**src/rtl/tv_pkg.sv**
```systemverilog
// Package tv_pkg
// Shared types and status-word layout for the two-out-of-three trip voter.
// Assumes exactly three channels; the vote is written for that count.
package tv_pkg;

    localparam int NCH      = 3;
    localparam int STATUS_W = 10;

    // Status word bit positions
    localparam int SB_PERMIT = 0;
    localparam int SB_STATE  = 1;   // two bits
    localparam int SB_HEALTH = 3;   // NCH bits
    localparam int SB_DISC   = 6;   // NCH bits
    localparam int SB_OVR    = 9;

    typedef enum logic [1:0] {
        ST_START = 2'b00,
        ST_RUN   = 2'b01,
        ST_TRIP  = 2'b10
    } tv_state_e;

endpackage

```
**src/rtl/tv_sync.sv**
```systemverilog
// Module tv_sync
// Two-flop synchroniser per bit for asynchronous channel health lines.
// Assumes level signals that are held for at least one clock period.
// Reset value is 0, the fail-safe "unhealthy" reading.
module tv_sync #(
    parameter int WIDTH = 3
) (
    input  logic             clk,
    input  logic             rst_n,
    input  logic [WIDTH-1:0] async_i,
    output logic [WIDTH-1:0] sync_o
);

    genvar g;
    generate
        for (g = 0; g < WIDTH; g++) begin : g_bit
            logic meta_q;
            logic stab_q;
            // Two-stage capture of one asynchronous bit
            always_ff @(posedge clk) begin
                if (!rst_n) begin
                    meta_q <= 1'b0;
                    stab_q <= 1'b0;
                end else begin
                    meta_q <= async_i[g];
                    stab_q <= meta_q;
                end
            end
            assign sync_o[g] = stab_q;
        end
    endgenerate

endmodule

```
**src/rtl/tv_vote.sv**
```systemverilog
// Module tv_vote
// Two-of-three trip vote on synchronised health, plus a per-channel
// discrepancy monitor with sticky flags.
// Assumes ok_i is already synchronous; clr_i is only pulsed when all
// channels are healthy.
module tv_vote #(
    parameter int DISC_CYCLES = 64
) (
    input  logic                  clk,
    input  logic                  rst_n,
    input  logic [tv_pkg::NCH-1:0] ok_i,
    input  logic                  clr_i,
    output logic                  trip_o,
    output logic [tv_pkg::NCH-1:0] disc_o
);

    localparam int DCW = $clog2(DISC_CYCLES + 1);
    localparam logic [DCW-1:0] DISC_LAST = DCW'(DISC_CYCLES - 1);

    // Trip when at least two channels request it (read low)
    always_comb begin
        trip_o = (!ok_i[0] && !ok_i[1]) || (!ok_i[0] && !ok_i[2]) ||
                 (!ok_i[1] && !ok_i[2]);
    end

    genvar g;
    generate
        for (g = 0; g < tv_pkg::NCH; g++) begin : g_chan
            localparam int J = (g + 1) % tv_pkg::NCH;
            localparam int K = (g + 2) % tv_pkg::NCH;
            logic           odd_one;
            logic [DCW-1:0] run_q;
            logic           flag_q;

            // This channel is the odd one out of an agreeing pair
            always_comb begin
                odd_one = (ok_i[J] == ok_i[K]) && (ok_i[g] != ok_i[J]);
            end

            // Count consecutive disagreeing cycles, hold the sticky flag
            always_ff @(posedge clk) begin
                if (!rst_n) begin
                    run_q  <= '0;
                    flag_q <= 1'b0;
                end else begin
                    if (!odd_one) begin
                        run_q <= '0;
                    end else if (run_q != DISC_LAST) begin
                        run_q <= run_q + 1'b1;
                    end
                    if (clr_i) begin
                        flag_q <= 1'b0;
                    end else if (odd_one && run_q == DISC_LAST) begin
                        flag_q <= 1'b1;
                    end
                end
            end
            assign disc_o[g] = flag_q;
        end
    endgenerate

endmodule

```
**src/rtl/tv_permit_fsm.sv**
```systemverilog
// Module tv_permit_fsm
// Startup / run / tripped sequencing of the run permit, plus the deadline
// monitor on the permit-drop path.
// Assumes trip_i and all_ok_i come from synchronised channel data.
module tv_permit_fsm #(
    parameter int STARTUP_CYCLES  = 1000,
    parameter int DEADLINE_CYCLES = 1600000
) (
    input  logic              clk,
    input  logic              rst_n,
    input  logic              all_ok_i,
    input  logic              trip_i,
    input  logic              rst_req_i,
    output logic              permit_o,
    output tv_pkg::tv_state_e state_o,
    output logic              overrun_o
);
    import tv_pkg::*;

    localparam int SCW = $clog2(STARTUP_CYCLES + 1);
    localparam int DLW = $clog2(DEADLINE_CYCLES + 1);
    localparam logic [SCW-1:0] ST_LAST = SCW'(STARTUP_CYCLES - 1);
    localparam logic [DLW-1:0] DL_LAST = DLW'(DEADLINE_CYCLES - 1);

    tv_state_e      state_q, state_n;
    logic [SCW-1:0] st_cnt_q;
    logic [DLW-1:0] dl_cnt_q;
    logic           permit_q;
    logic           ovr_q;
    logic           accept;
    logic           late;

    assign accept = rst_req_i && all_ok_i;
    assign late   = permit_q && trip_i;

    // Next-state selection
    always_comb begin
        state_n = state_q;
        unique case (state_q)
            ST_START: if (all_ok_i && st_cnt_q == ST_LAST) state_n = ST_RUN;
            ST_RUN:   if (trip_i) state_n = ST_TRIP;
            ST_TRIP:  if (accept) state_n = ST_START;
            default:  state_n = ST_TRIP;
        endcase
    end

    // State, startup counter and registered permit
    always_ff @(posedge clk) begin
        if (!rst_n) begin
            state_q  <= ST_START;
            st_cnt_q <= '0;
            permit_q <= 1'b0;
        end else begin
            state_q  <= state_n;
            permit_q <= (state_n == ST_RUN);
            if (state_q == ST_START && all_ok_i) begin
                st_cnt_q <= st_cnt_q + 1'b1;
            end else begin
                st_cnt_q <= '0;
            end
        end
    end

    // Deadline monitor: cycles the permit survives a present trip condition
    always_ff @(posedge clk) begin
        if (!rst_n) begin
            dl_cnt_q <= '0;
            ovr_q    <= 1'b0;
        end else begin
            if (!late) begin
                dl_cnt_q <= '0;
            end else if (dl_cnt_q != DL_LAST) begin
                dl_cnt_q <= dl_cnt_q + 1'b1;
            end
            if (late && dl_cnt_q == DL_LAST) begin
                ovr_q <= 1'b1;
            end
        end
    end

    assign permit_o  = permit_q;
    assign state_o   = state_q;
    assign overrun_o = ovr_q;

endmodule

```
**src/rtl/trip_voter.sv**
```systemverilog
// Module trip_voter
// Top of the two-out-of-three safety trip voter: synchroniser, vote with
// discrepancy monitor, permit sequencer, and the one-way status word.
// Assumes chan_ok_i is asynchronous and fail-safe (low = trip request).
module trip_voter #(
    parameter int DISC_CYCLES     = 64,
    parameter int STARTUP_CYCLES  = 1000,
    parameter int DEADLINE_CYCLES = 1600000
) (
    input  logic       clk,
    input  logic       rst_n,
    input  logic [2:0] chan_ok_i,
    input  logic       trip_reset_i,
    output logic       run_permit_o,
    output logic [9:0] status_o
);
    import tv_pkg::*;

    logic [NCH-1:0] ok_s;
    logic [NCH-1:0] disc;
    logic           trip;
    logic           all_ok;
    logic           clr;
    logic           permit;
    logic           ovr;
    tv_state_e      state;

    assign all_ok = &ok_s;
    assign clr    = trip_reset_i && all_ok;

    tv_sync #(.WIDTH(NCH)) u_sync (
        .clk     (clk),
        .rst_n   (rst_n),
        .async_i (chan_ok_i),
        .sync_o  (ok_s)
    );

    tv_vote #(.DISC_CYCLES(DISC_CYCLES)) u_vote (
        .clk    (clk),
        .rst_n  (rst_n),
        .ok_i   (ok_s),
        .clr_i  (clr),
        .trip_o (trip),
        .disc_o (disc)
    );

    tv_permit_fsm #(
        .STARTUP_CYCLES  (STARTUP_CYCLES),
        .DEADLINE_CYCLES (DEADLINE_CYCLES)
    ) u_fsm (
        .clk       (clk),
        .rst_n     (rst_n),
        .all_ok_i  (all_ok),
        .trip_i    (trip),
        .rst_req_i (trip_reset_i),
        .permit_o  (permit),
        .state_o   (state),
        .overrun_o (ovr)
    );

    // Assemble the read-only status word
    always_comb begin
        status_o                           = '0;
        status_o[SB_PERMIT]                = permit;
        status_o[SB_STATE +: 2]            = state;
        status_o[SB_HEALTH +: NCH]         = ok_s;
        status_o[SB_DISC +: NCH]           = disc;
        status_o[SB_OVR]                   = ovr;
    end

    assign run_permit_o = permit;

endmodule

```
**config.mk**
```make
export PLATFORM = sky130hd
export DESIGN_NAME = trip_voter
export DESIGN_NICKNAME = d
export VERILOG_FILES = /design/src/rtl/tv_pkg.sv /design/src/rtl/tv_sync.sv /design/src/rtl/tv_vote.sv /design/src/rtl/tv_permit_fsm.sv /design/src/rtl/trip_voter.sv
export SDC_FILE = /design/constraint.sdc
export NUM_CORES = 1
export LEC_CHECK = 0
export ABC_CLOCK_PERIOD_IN_PS = 4300
export BUFFER_PORTS_ARGS = -buffer_cell sky130_fd_sc_hd__clkbuf_2
export CAP_MARGIN = 20
export CORE_MARGIN = 2
export CORE_UTILIZATION = 50
export CTS_BUF_LIST = sky130_fd_sc_hd__clkbuf_4 sky130_fd_sc_hd__clkbuf_8
export CTS_CLUSTER_SIZE = 25
export DETAILED_ROUTE_END_ITERATION = 12
export PLACE_DENSITY = 0.75
export SYNTH_ARGS = -nofsm -noshare
export SYNTH_HDL_FRONTEND = slang
export SYNTH_SLANG_ARGS = --single-unit
```
**constraint.sdc**
```tcl
create_clock -name clk -period 4.3 [get_ports clk]
set_clock_uncertainty 0.15 [all_clocks]
set_input_delay 0.86 -clock clk [delete_from_list [all_inputs] [get_ports clk]]
set_output_delay 0.86 -clock clk [all_outputs]
set_load 0.005 [all_outputs]
```
==> results.sh <==
export IMPL_status="completed"
export IMPL_syn_area_um2=2920
export IMPL_reg2reg_from="u_fsm.dl_cnt_q[12]$_SDFFE_PN0N_"
export IMPL_antenna_left=0
export IMPL_period_needed_ns=2.183
export IMPL_crit_path_end="u_fsm.dl_cnt_q[0]$_SDFFE_PN0N_"
export IMPL_grt_overflow=0
export IMPL_tightestPinTransition_ns=0.8536
export IMPL_die_w_um=80.43
export IMPL_r2r_end="u_fsm.dl_cnt_q[0]$_SDFFE_PN0N_"
export IMPL_syn_inst=319
export IMPL_hold_class="register to register"
export IMPL_synth_fp_nets=334
export IMPL_final_cell_count_no_fill=406
export IMPL_post_route_util=0.5733
export IMPL_avgSynthCellArea_um2=9.155
export IMPL_placed_area_um2=2972
export IMPL_cpPeakStageDelay_ns=0.63
export IMPL_async_flop_share=0
export IMPL_cts_setup_buffers=0
export IMPL_nFillCells=494
export IMPL_ys_seq_area_frac=0.4456
export IMPL_antenna_found_initial=0
export IMPL_initial_utilization=0.5239
export IMPL_n_antenna_cell=0
export IMPL_r2r_setup_slack_ns=2.12
export IMPL_ctsHoldBuffers=0
export IMPL_rsz0062_at_grt="false"
export IMPL_period_share=0.5076
export IMPL_grt_total_usage=0.1798
export IMPL_crit_path_end_kind="register"
export IMPL_yosysUniqueCellTypes=44
export IMPL_drc=0
export IMPL_clockBufferDepth=2
export IMPL_critPathLaunchType="register"
export IMPL_hold_viol_final=0
export IMPL_placed_cells=390
export IMPL_drive_gt1_frac=0.1257
export IMPL_dp_final_hpwl_um=3627
export IMPL_routabilityCongestion=0.8305
export IMPL_drv_cap=0
export IMPL_ctsHtreeMaxLevel=3
export IMPL_grt_max_degree=18
export IMPL_fin_area_um2=3196
export IMPL_reg2reg_depth=4
export IMPL_grt_pass1_wl_um=9032
export IMPL_crit_path_top_delay_cell="nor4_4"
export IMPL_critical_path_class="register to register"
export IMPL_die_y_um=80.43
export IMPL_cts_root_buf="clkbuf_8"
export IMPL_routed_wl_um=5126
export IMPL_fp_coreArea_um2=5574
export IMPL_synth_edf_count=0
export IMPL_via_per_inst=5.537
export IMPL_grt_pass1_vias=2080
export IMPL_dieArea_um2=6468
export IMPL_setup_tns_ns=0
export IMPL_max_vdd_ir_drop_v=0.0002772
export IMPL_p_leak_nw=1.156
export IMPL_io_pins=17
export IMPL_cp_depth=4
export IMPL_cp_cell_sequence="or4b_4 > nor4_4 > a21boi_0 > nor3_1"
export IMPL_drtIter0Drc=116
export IMPL_p_per_area_nw_per_um2=375.5
export IMPL_numCtsBuffers=9
export IMPL_final_cell_mix="dfxtp_1 (65), a21oi_1 (24), nor2_1 (24)"
export IMPL_arrival_ns=2.29
export IMPL_crit_buf_inv=0
export IMPL_routedWlPerCell_um=12.63
export IMPL_rows=27
export IMPL_vias=2248
export IMPL_final_common_cell="dfxtp_1"
export IMPL_required_ns=4.40
export IMPL_cts_tree="done"
export IMPL_areaGrowthSynthToFinish_pct=9.426
export IMPL_worstSkewPairLatency_ns=0.33
export IMPL_ys_flop_type="dfxtp_1"
export IMPL_critPathLaunch="u_fsm.dl_cnt_q[12]$_SDFFE_PN0N_"
export IMPL_cts_clk_slew_worst_paths_ns=0.07
export IMPL_synth_seq_cells=65
export IMPL_clock_fmax_mhz=458.1
export IMPL_nets=344
export IMPL_max_slew_margin_rel=0.4288
export IMPL_worstPathMaxFanout=13
export IMPL_firstDrtPassIters=4
export IMPL_slew_viol_final=0
export IMPL_post_cts_resized=0
export IMPL_cts_sinks=65
export IMPL_critPathTopFamily="simple AND/OR/NAND/NOR gates"
export IMPL_setup_violations=0
export IMPL_yosysWarnings=0
export IMPL_port_buffer_count=16
synthesized netlist by cell type, types with 2 or more instances:
| cell | number | area, um2 |
|---|---|---|
| o21ai_0 | 14 | 70.07 |
| and4_1 | 3 | 26.28 |
| or3b_2 | 3 | 26.28 |
| nor4_1 | 4 | 25.02 |
| nand4_1 | 7 | 43.79 |
| or3_1 | 9 | 56.30 |
| mux2i_1 | 5 | 50.05 |
| xor2_1 | 10 | 87.58 |
| ha_1 | 9 | 112.6 |
| nand2_1 | 21 | 78.83 |
| nor3_1 | 6 | 30.03 |
| xnor2_1 | 11 | 96.34 |
| and3_1 | 8 | 50.05 |
| or4b_4 | 2 | 27.53 |
| buf_2 | 2 | 10.01 |
| o211a_1 | 2 | 20.02 |
| nand4b_1 | 4 | 35.03 |
| a21oi_1 | 24 | 120.1 |
| a31oi_1 | 7 | 43.79 |
| nand3_1 | 20 | 100.1 |
| o21bai_1 | 3 | 22.52 |
| inv_1 | 12 | 45.04 |
| nor3b_1 | 3 | 22.52 |
| dfxtp_1 | 65 | 1301 |
| o31ai_1 | 3 | 22.52 |
| clkbuf_1 | 4 | 15.01 |
| and2_1 | 6 | 37.54 |
| a2111o_1 | 2 | 22.52 |
| nor2_1 | 24 | 90.09 |
| nand3b_1 | 3 | 22.52 |
| buf_6 | 3 | 33.78 |
| buf_4 | 8 | 60.06 |
logic make-up after synthesis:
kind of cell             count (synthesis)  synth area share
AND/OR/NAND/NOR                        128            0.2498
flip-flops                              65            0.4456
AO/OA/AOI/OAI                           62            0.1298
buffers and inverters                   29           0.05612
XOR/XNOR                                21           0.06298
adder cells (fa/ha/maj)                  9           0.03856
multiplexers                             5           0.01714
worst min path at each step:
| stage | slack (ns) | depth (start not counted) | to | startpoint |
|---|---|---|---|---|
| 2_1_floorplan | 0.26 | 1 | u_sync.g_bit[0].stab_q$_SDFF_PN0_ | u_sync.g_bit[0].meta_q$_SDFF_PN0_ |
| 3_3_place_gp | 0.26 | 1 | u_sync.g_bit[1].stab_q$_SDFF_PN0_ | u_sync.g_bit[1].meta_q$_SDFF_PN0_ |
| 5_1_grt | 0.31 | 1 | u_sync.g_bit[0].stab_q$_SDFF_PN0_ | u_sync.g_bit[0].meta_q$_SDFF_PN0_ |
| 3_5_place_dp | 0.27 | 1 | u_sync.g_bit[0].stab_q$_SDFF_PN0_ | u_sync.g_bit[0].meta_q$_SDFF_PN0_ |
| 6_report | 0.29 | 1 | u_sync.g_bit[0].stab_q$_SDFF_PN0_ | u_sync.g_bit[0].meta_q$_SDFF_PN0_ |
| 4_1_cts | 0.29 | 1 | u_sync.g_bit[0].stab_q$_SDFF_PN0_ | u_sync.g_bit[0].meta_q$_SDFF_PN0_ |
metal layers:
metal  up-vias  GRT usage  part of all wire
met1      1044     0.2449              0.51
met3         7    0.03708             0.033
met2        35     0.2633              0.44
met5         -          0                 0
met4         0     0.1017             0.015
li1       1162          -                 -
power breakdown:
group	switching [mW]	internal, mW	total [mW]
logic	0.0108	0.00990	0.0207
clock network	0.222	0.348	0.570
registers	0.00321	0.606	0.609
total	0.236	0.964	1.20
state kept, by name, summed over array words and instances (netlist names):
| signal | count |
|---|---|
| u_fsm.st_cnt_q | 10 |
| u_fsm.overrun_o | 1 |
| u_vote.g_chan.flag_q | 3 |
| u_fsm.state_o | 2 |
| u_fsm.dl_cnt_q | 21 |
| u_sync.g_bit.meta_q | 3 |
| u_vote.g_chan.run_q | 21 |
| u_sync.g_bit.stab_q | 3 |
| u_fsm.permit_o | 1 |
through the flow:
stage / hold slack [ns] / power, mW / setup WS (ns)
after floorplan: 0.2619 / 0.6391 / 2.345
after global placement: 0.2639 / 0.6432 / 1.852
after detailed placement: 0.2731 / 0.6440 / 1.780
after CTS: 0.2891 / 1.214 / 2.104
after global routing: 0.3057 / 1.245 / 1.930
final: 0.2856 / 1.200 / 2.117
area by class of cell:
type                    instances  area (um2)  area share
multi-input cells             225        1455      0.4554
clock buffers                  11       145.1     0.04542
clock inverters                 5       78.83     0.02467
repair buffers                 16       80.08     0.02506
flip-flops and latches         65        1301      0.4072
well taps                      72       90.09     0.02819
inverters                      12       45.04     0.01410
Note: power is estimated with default switching activity, not from simulation.
